File: config.mk
export PLATFORM = sky130hd
export DESIGN_NAME = flash_bank_xlate
export DESIGN_NICKNAME = d
export VERILOG_FILES = /design/src/rtl/fbt_pkg.sv /design/src/rtl/fbt_xlate.sv /design/src/rtl/fbt_bank_cache.sv /design/src/rtl/fbt_ctrl.sv /design/src/rtl/flash_bank_xlate.sv
export SDC_FILE = /design/constraint.sdc
export NUM_CORES = 1
export LEC_CHECK = 0
export BUFFER_PORTS_ARGS = -buffer_cell sky130_fd_sc_hd__buf_2
export CORE_MARGIN = 2
export CORE_UTILIZATION = 30
export CTS_CLUSTER_SIZE = 24
export DETAILED_ROUTE_END_ITERATION = 8
export SYNTH_ARGS = -nofsm -noshare
export SYNTH_HDL_FRONTEND = slang
export SYNTH_SLANG_ARGS = --single-unit
File: constraint.sdc
create_clock -name clk -period 8.6 [get_ports clk]
set_input_delay 0.43 -clock clk [delete_from_list [all_inputs] [get_ports clk]]
set_output_delay 0.43 -clock clk [all_outputs]
set_load 0.01 [all_outputs]
File: src/rtl/fbt_pkg.sv
package fbt_pkg;

    localparam int AW       = 32;          // offset / size width
    localparam int BANK_LSB = 24;          // 16 MiB bank
    localparam int BW       = AW - BANK_LSB;
    localparam int LW       = 32;          // length width
    localparam int DW       = AW + 2;      // wide arithmetic for bank edges

    typedef enum logic [1:0] {
        MODE_SINGLE   = 2'd0,
        MODE_STACKED  = 2'd1,
        MODE_PARALLEL = 2'd2
    } die_mode_e;

    typedef enum logic [1:0] {
        ST_IDLE   = 2'd0,
        ST_BANKWR = 2'd1,
        ST_RESP   = 2'd2
    } xl_state_e;

    typedef struct packed {
        logic [AW-1:0] dev;
        logic          upper;
        logic [BW-1:0] bank;
        logic [LW-1:0] len;
    } xl_t;

    function automatic xl_t translate(input logic [1:0] mode,
                                      input logic [AW-1:0] off,
                                      input logic [LW-1:0] len,
                                      input logic [AW-1:0] size);
        xl_t           r;
        logic [AW-1:0] half;
        logic [AW-1:0] lin;
        logic [DW-1:0] edge_v;
        logic [DW-1:0] remain;
        int            span;
        half    = size >> 1;
        r.dev   = off;
        r.upper = 1'b0;
        lin     = off;
        span    = BANK_LSB;
        case (mode)
            MODE_STACKED: begin
                if (off >= half) begin
                    r.dev   = off - half;
                    r.upper = 1'b1;
                end
                lin = r.dev;
            end
            MODE_PARALLEL: begin
                r.dev = off >> 1;
                span  = BANK_LSB + 1;
            end
            default: ;
        endcase
        r.bank = r.dev[AW-1:BANK_LSB];
        edge_v = DW'(r.bank) + DW'(1);
        edge_v = edge_v << span;
        remain = edge_v - DW'(lin);
        r.len  = (DW'(len) < remain) ? len : remain[LW-1:0];
        return r;
    endfunction

endpackage

File: src/rtl/fbt_xlate.sv
module fbt_xlate
    import fbt_pkg::*;
(
    input  logic [1:0]    mode,
    input  logic [AW-1:0] off,
    input  logic [LW-1:0] len,
    input  logic [AW-1:0] size,
    output xl_t           xl
);
    always_comb xl = translate(mode, off, len, size);
endmodule

File: src/rtl/fbt_bank_cache.sv
module fbt_bank_cache
    import fbt_pkg::*;
#(
    parameter logic [AW-1:0] SMALL_LIMIT = AW'(1) << BANK_LSB
) (
    input  logic          clk,
    input  logic          rst,
    input  logic          load,
    input  logic [BW-1:0] load_val,
    input  logic [AW-1:0] size,
    input  logic          upd,
    input  logic [BW-1:0] upd_val,
    output logic [BW-1:0] cur
);
    logic [BW-1:0] cur_q;

    always_ff @(posedge clk) begin
        if (rst)
            cur_q <= '0;
        else if (upd)
            cur_q <= upd_val;
        else if (load)
            cur_q <= (size > SMALL_LIMIT) ? load_val : '0;
    end

    assign cur = cur_q;
endmodule

File: src/rtl/fbt_ctrl.sv
module fbt_ctrl
    import fbt_pkg::*;
(
    input  logic clk,
    input  logic rst,
    input  logic req_valid,
    input  logic need_wr,
    input  xl_t  xl_in,
    input  logic wr_ack,
    output logic accept,
    output logic idle,
    output logic wr_req,
    output logic rsp_valid,
    output xl_t  xl_q
);
    xl_state_e st_q;

    assign idle      = (st_q == ST_IDLE);
    assign accept    = idle && req_valid;
    assign wr_req    = (st_q == ST_BANKWR);
    assign rsp_valid = (st_q == ST_RESP);

    always_ff @(posedge clk) begin
        if (rst) begin
            st_q <= ST_IDLE;
            xl_q <= '0;
        end else begin
            case (st_q)
                ST_IDLE: if (req_valid) begin
                    xl_q <= xl_in;
                    st_q <= need_wr ? ST_BANKWR : ST_RESP;
                end
                ST_BANKWR: if (wr_ack) st_q <= ST_RESP;
                default:   st_q <= ST_IDLE;
            endcase
        end
    end
endmodule

File: src/rtl/flash_bank_xlate.sv
module flash_bank_xlate
    import fbt_pkg::*;
#(
    parameter logic [7:0] OP_BANK_WR_A = 8'hC5,
    parameter logic [7:0] OP_BANK_WR_B = 8'h17
) (
    input  logic        clk,
    input  logic        rst,
    input  logic [1:0]  cfg_mode,
    input  logic [31:0] cfg_size,
    input  logic        cfg_opsel,
    input  logic [7:0]  cfg_rd_opcode,
    input  logic        init_valid,
    input  logic [7:0]  init_bank,
    input  logic        req_valid,
    input  logic [31:0] req_offset,
    input  logic [31:0] req_len,
    output logic        req_ready,
    output logic        bank_wr_req,
    output logic [7:0]  bank_wr_val,
    output logic [7:0]  bank_wr_op,
    input  logic        bank_wr_ack,
    output logic        rsp_valid,
    output logic [23:0] rsp_addr,
    output logic        rsp_upper,
    output logic [31:0] rsp_len,
    output logic [31:0] rsp_frame
);
    xl_t           xl_c;
    xl_t           xl_q;
    logic [BW-1:0] cur_bank;
    logic          accept;
    logic          idle;

    fbt_xlate u_xlate (
        .mode (cfg_mode),
        .off  (req_offset),
        .len  (req_len),
        .size (cfg_size),
        .xl   (xl_c)
    );

    fbt_bank_cache u_cache (
        .clk      (clk),
        .rst      (rst),
        .load     (init_valid && idle && !req_valid),
        .load_val (init_bank),
        .size     (cfg_size),
        .upd      (accept),
        .upd_val  (xl_c.bank),
        .cur      (cur_bank)
    );

    fbt_ctrl u_ctrl (
        .clk       (clk),
        .rst       (rst),
        .req_valid (req_valid),
        .need_wr   (xl_c.bank != cur_bank),
        .xl_in     (xl_c),
        .wr_ack    (bank_wr_ack),
        .accept    (accept),
        .idle      (idle),
        .wr_req    (bank_wr_req),
        .rsp_valid (rsp_valid),
        .xl_q      (xl_q)
    );

    assign req_ready   = idle;
    assign bank_wr_val = xl_q.bank;
    assign bank_wr_op  = cfg_opsel ? OP_BANK_WR_B : OP_BANK_WR_A;
    assign rsp_addr    = xl_q.dev[BANK_LSB-1:0];
    assign rsp_upper   = xl_q.upper;
    assign rsp_len     = xl_q.len;
    assign rsp_frame   = {cfg_rd_opcode, xl_q.dev[23:16], xl_q.dev[15:8], xl_q.dev[7:0]};
endmodule

==> results by group <==
STA
  • Fmax: 136.5 MHz
  • Hold slack final: 345.0 ps
  • Total negative setup slack: 0 ps
  • RSZ-0062 raised after global routing: no
  • Worst-Margin Slew: 1119 ps
  • Slew Viols, Final: 0
  • Final Hold Viols: 0
  • Finish-stage setup viols: 0
  • Period utilisation layout: 85.21%
  • Skew final: 7.968 ps
  • Rel. slew slack: 25.06%
  • Minimum clock period: 7328 ps

Setup path
  • Max stage delay on crit path: 530 ps
  • R2R Setup Slk: 6160 ps
  • Bufs and invs on worst path: 3
  • Crit path required time: 8860 ps
  • Startpoint Class: primary input
  • CP Class: primary input to flop
  • CP Data Arrival Time: 7590 ps
  • Crit-path leading delay family: compound AO/OA/AOI/OAI gates
  • CP max-delay cell: a311oi_1
  • Crit end category: flop
  • Peak fanout along the critical path: 32

Global route
  • Total gr overflow: 0
  • All-Layer GR Usage: 21.47%
  • Initial antenna violation count: 0
  • Largest net degree at the start of global routing: 96
  • First-pass GRT wire length: 55290 um
  • Vias in the first global route: 9749

Logic synthesis
  • Primary FF master, synth: dfxtp_1
  • Ys Warns: 0
  • Synth top area cells: dfxtp_1 16%, ha_1 10%, nand2_1 5.6%
  • Synth top area share: 16.16%
  • Async SR Flop Fraction: 0%
  • Synth unique cells: 94
  • Register area share after synthesis: 16.16%
  • Number of enable flip-flop cells after synthesis: 0
  • Post-synthesis cell area: 9290 um^2
  • Synth Instances: 1292
  • Average size of a mapped cell: 7.191 um^2
  • Post-synth top area cell: dfxtp_1
  • Seq cells post-synth: 75

Clock network
  • Clock Pin Slew Worst Setup and Hold Paths: 60 ps
  • Number of post-CTS setup repair buffers: 0
  • Max H-tree Level: 3
  • Clock buffer depth: 2
  • Root Driver: clkbuf_16
  • TritonCTS clock tree: built
  • Post-CTS Hold Buffers: 0
  • Post-CTS sizing: 0
  • Worst skew pair latency: 350 ps
  • CTS Buf Count: 9
  • Clk sinks: 75

Route
  • Final WL: 35860 um
  • Initial detailed-routing violation count: 946
  • Average wire per standard cell: 19.73 um
  • DRT Pass-1 Iters: 6
  • Vias: 10400
  • DRC Markers: 0
  • DRT antenna net count: 0
  • Vias per Instance: 5.724

Run
  • Max-Cap Viols: 0

Layout
  • Layout cell share with drive strength beyond 1: 18.86%
  • Area growth from synthesis to layout: 15.00%
  • # diodes: 0
  • # fillers: 3291
  • Final core utilization: 35.02%
  • Fin nets: 1611

Die
  • Die height: 180.0 um
  • Die Wd: 180.0 um
  • IO Count: 228
  • Initial Utilization: 30.45%
  • Die ar.: 32390 um^2
  • Total core area: 30510 um^2
  • Core Rows: 64

Placement
  • DP HPWL: 28580 um
  • GP Congestion: 0.9913
  • Port buffer count: 207

Worst hold path
  • Min-Delay Path Class: primary input to flop

Pwr
  • Leakage: 4.545 nW
  • Max VDD drop: 0.1049 mV
  • Pwr/cell area: 161.8 nW/um^2

Outcome
  • Status: complete, no violations
==> flip-flops by register name, summed over array words and instances, names as in the netlist <==
signal and flops:
u_cache.cur 8, u_ctrl.xl_q 65, u_ctrl.st_q 2
==> layout by cell type, fill, tap and decap left out, drive strengths merged, types with 21 or more instances in the layout <==
master,netlist,layout
o311ai,21,21
nor3b,23,23
ha,74,74
nor2,121,121
nor3,39,39
nand2,141,141
xnor2,45,45
nand3,23,23
inv,50,50
o21ai,95,95
a211oi,25,25
buf,58,221
a21oi,102,102
xor2,24,24
mux2i,32,32
dfxtp,75,75
o211ai,27,27
==> cells in the mapped netlist, drive strengths merged (3+ instances only) <==
| cell | n |
|---|---|
| o221ai | 4 |
| a22oi | 7 |
| nor3 | 39 |
| a21o | 20 |
| o21ai | 95 |
| nor4 | 14 |
| o21bai | 16 |
| mux2i | 32 |
| nor2b | 7 |
| and3 | 9 |
| a31oi | 9 |
| xnor2 | 45 |
| nand4 | 19 |
| a21boi | 11 |
| a22o | 3 |
| nor2 | 121 |
| clkbuf | 52 |
| and2 | 11 |
| ha | 74 |
| o2bb2ai | 3 |
| nor3b | 23 |
| buf | 58 |
| a311oi | 8 |
| a221oi | 4 |
| o311ai | 21 |
| o211a | 3 |
| or4 | 5 |
| o31a | 6 |
| nand2b | 4 |
| nand3 | 23 |
| dfxtp | 75 |
| or3 | 15 |
| o21a | 13 |
| a41oi | 4 |
| nand2 | 141 |
| a21oi | 102 |
| and4 | 5 |
| a221o | 3 |
| inv | 50 |
| xor2 | 24 |
| o211ai | 27 |
| o31ai | 5 |
| nand3b | 20 |
| a211oi | 25 |
==> metrics by stage <==
| stage | power, mW | instances | instance area, um^2 | setup slack, ps |
|---|---|---|---|---|
| after global routing | 1.837 | 1817 | 10680 | 699.5 |
| after detailed placement | 1.276 | 1801 | 10340 | 955.3 |
| final | 1.728 | 1817 | 10680 | 1272 |
| after floorplan | 1.026 | 1294 | 9298 | 1819 |
| after global placement | 1.271 | 1801 | 10340 | 1039 |
| after CTS | 1.727 | 1817 | 10680 | 1306 |
==> worst min-delay path, stage by stage <==
cell	delay, ps
buf_2	100
nand2_1	50
a211oi_1	50
==> cell type report <==
| class | instances | area, um^2 | share of cell area (%) |
|---|---|---|---|
| repair buffers | 221 | 1141 | 10.68 |
| clock buffers | 12 | 246.5 | 2.307 |
| multi-input cells | 1058 | 7010 | 65.62 |
| clock inverters | 4 | 97.59 | 0.9135 |
| well taps | 396 | 495.5 | 4.638 |
| inverters | 51 | 191.4 | 1.792 |
| flip-flops and latches | 75 | 1501 | 14.05 |
==> layer usage <==
| metal | wire [um] | track usage (%) | up-vias | share of wire, % |
|---|---|---|---|---|
| li1 | - | - | 4964 | - |
| met1 | 15750 | 28.40 | 4903 | 44 |
| met2 | 16110 | 34.94 | 461 | 45 |
| met3 | 2743 | 3.728 | 72 | 7.7 |
| met4 | 1255 | 7.837 | 0 | 3.5 |
| met5 | 0 | 0 | - | 0 |
==> power breakdown <==
part,internal (mW),switching (mW)
clock,0.292,0.154
combinational,0.314,0.552
sequential,0.388,0.0277
total,0.994,0.734
==> worst paths after layout <==
| kind | from | end | cells after the start |
|---|---|---|---|
| setup / recovery | req_offset[0] | u_ctrl.xl_q[1] | 31 |
| hold / removal | bank_wr_ack | u_ctrl.st_q[1] | 3 |
| setup reg to reg | u_ctrl.st_q[0] | u_cache.cur[3] | 6 |
| hold reg to reg | u_ctrl.xl_q[32] | u_ctrl.xl_q[32] | 2 |
==> cells by family after synthesis <==
group / synth area share (%)
XOR/XNOR: 6.505
multiplexers: 3.569
adder cells (fa/ha/maj): 10.18
AO/OA/AOI/OAI: 30.14
buffers and inverters: 8.566
AND/OR/NAND/NOR: 24.79
other: 0.08084
flip-flops: 16.16
Note: power is estimated with default switching activity, not from simulation.
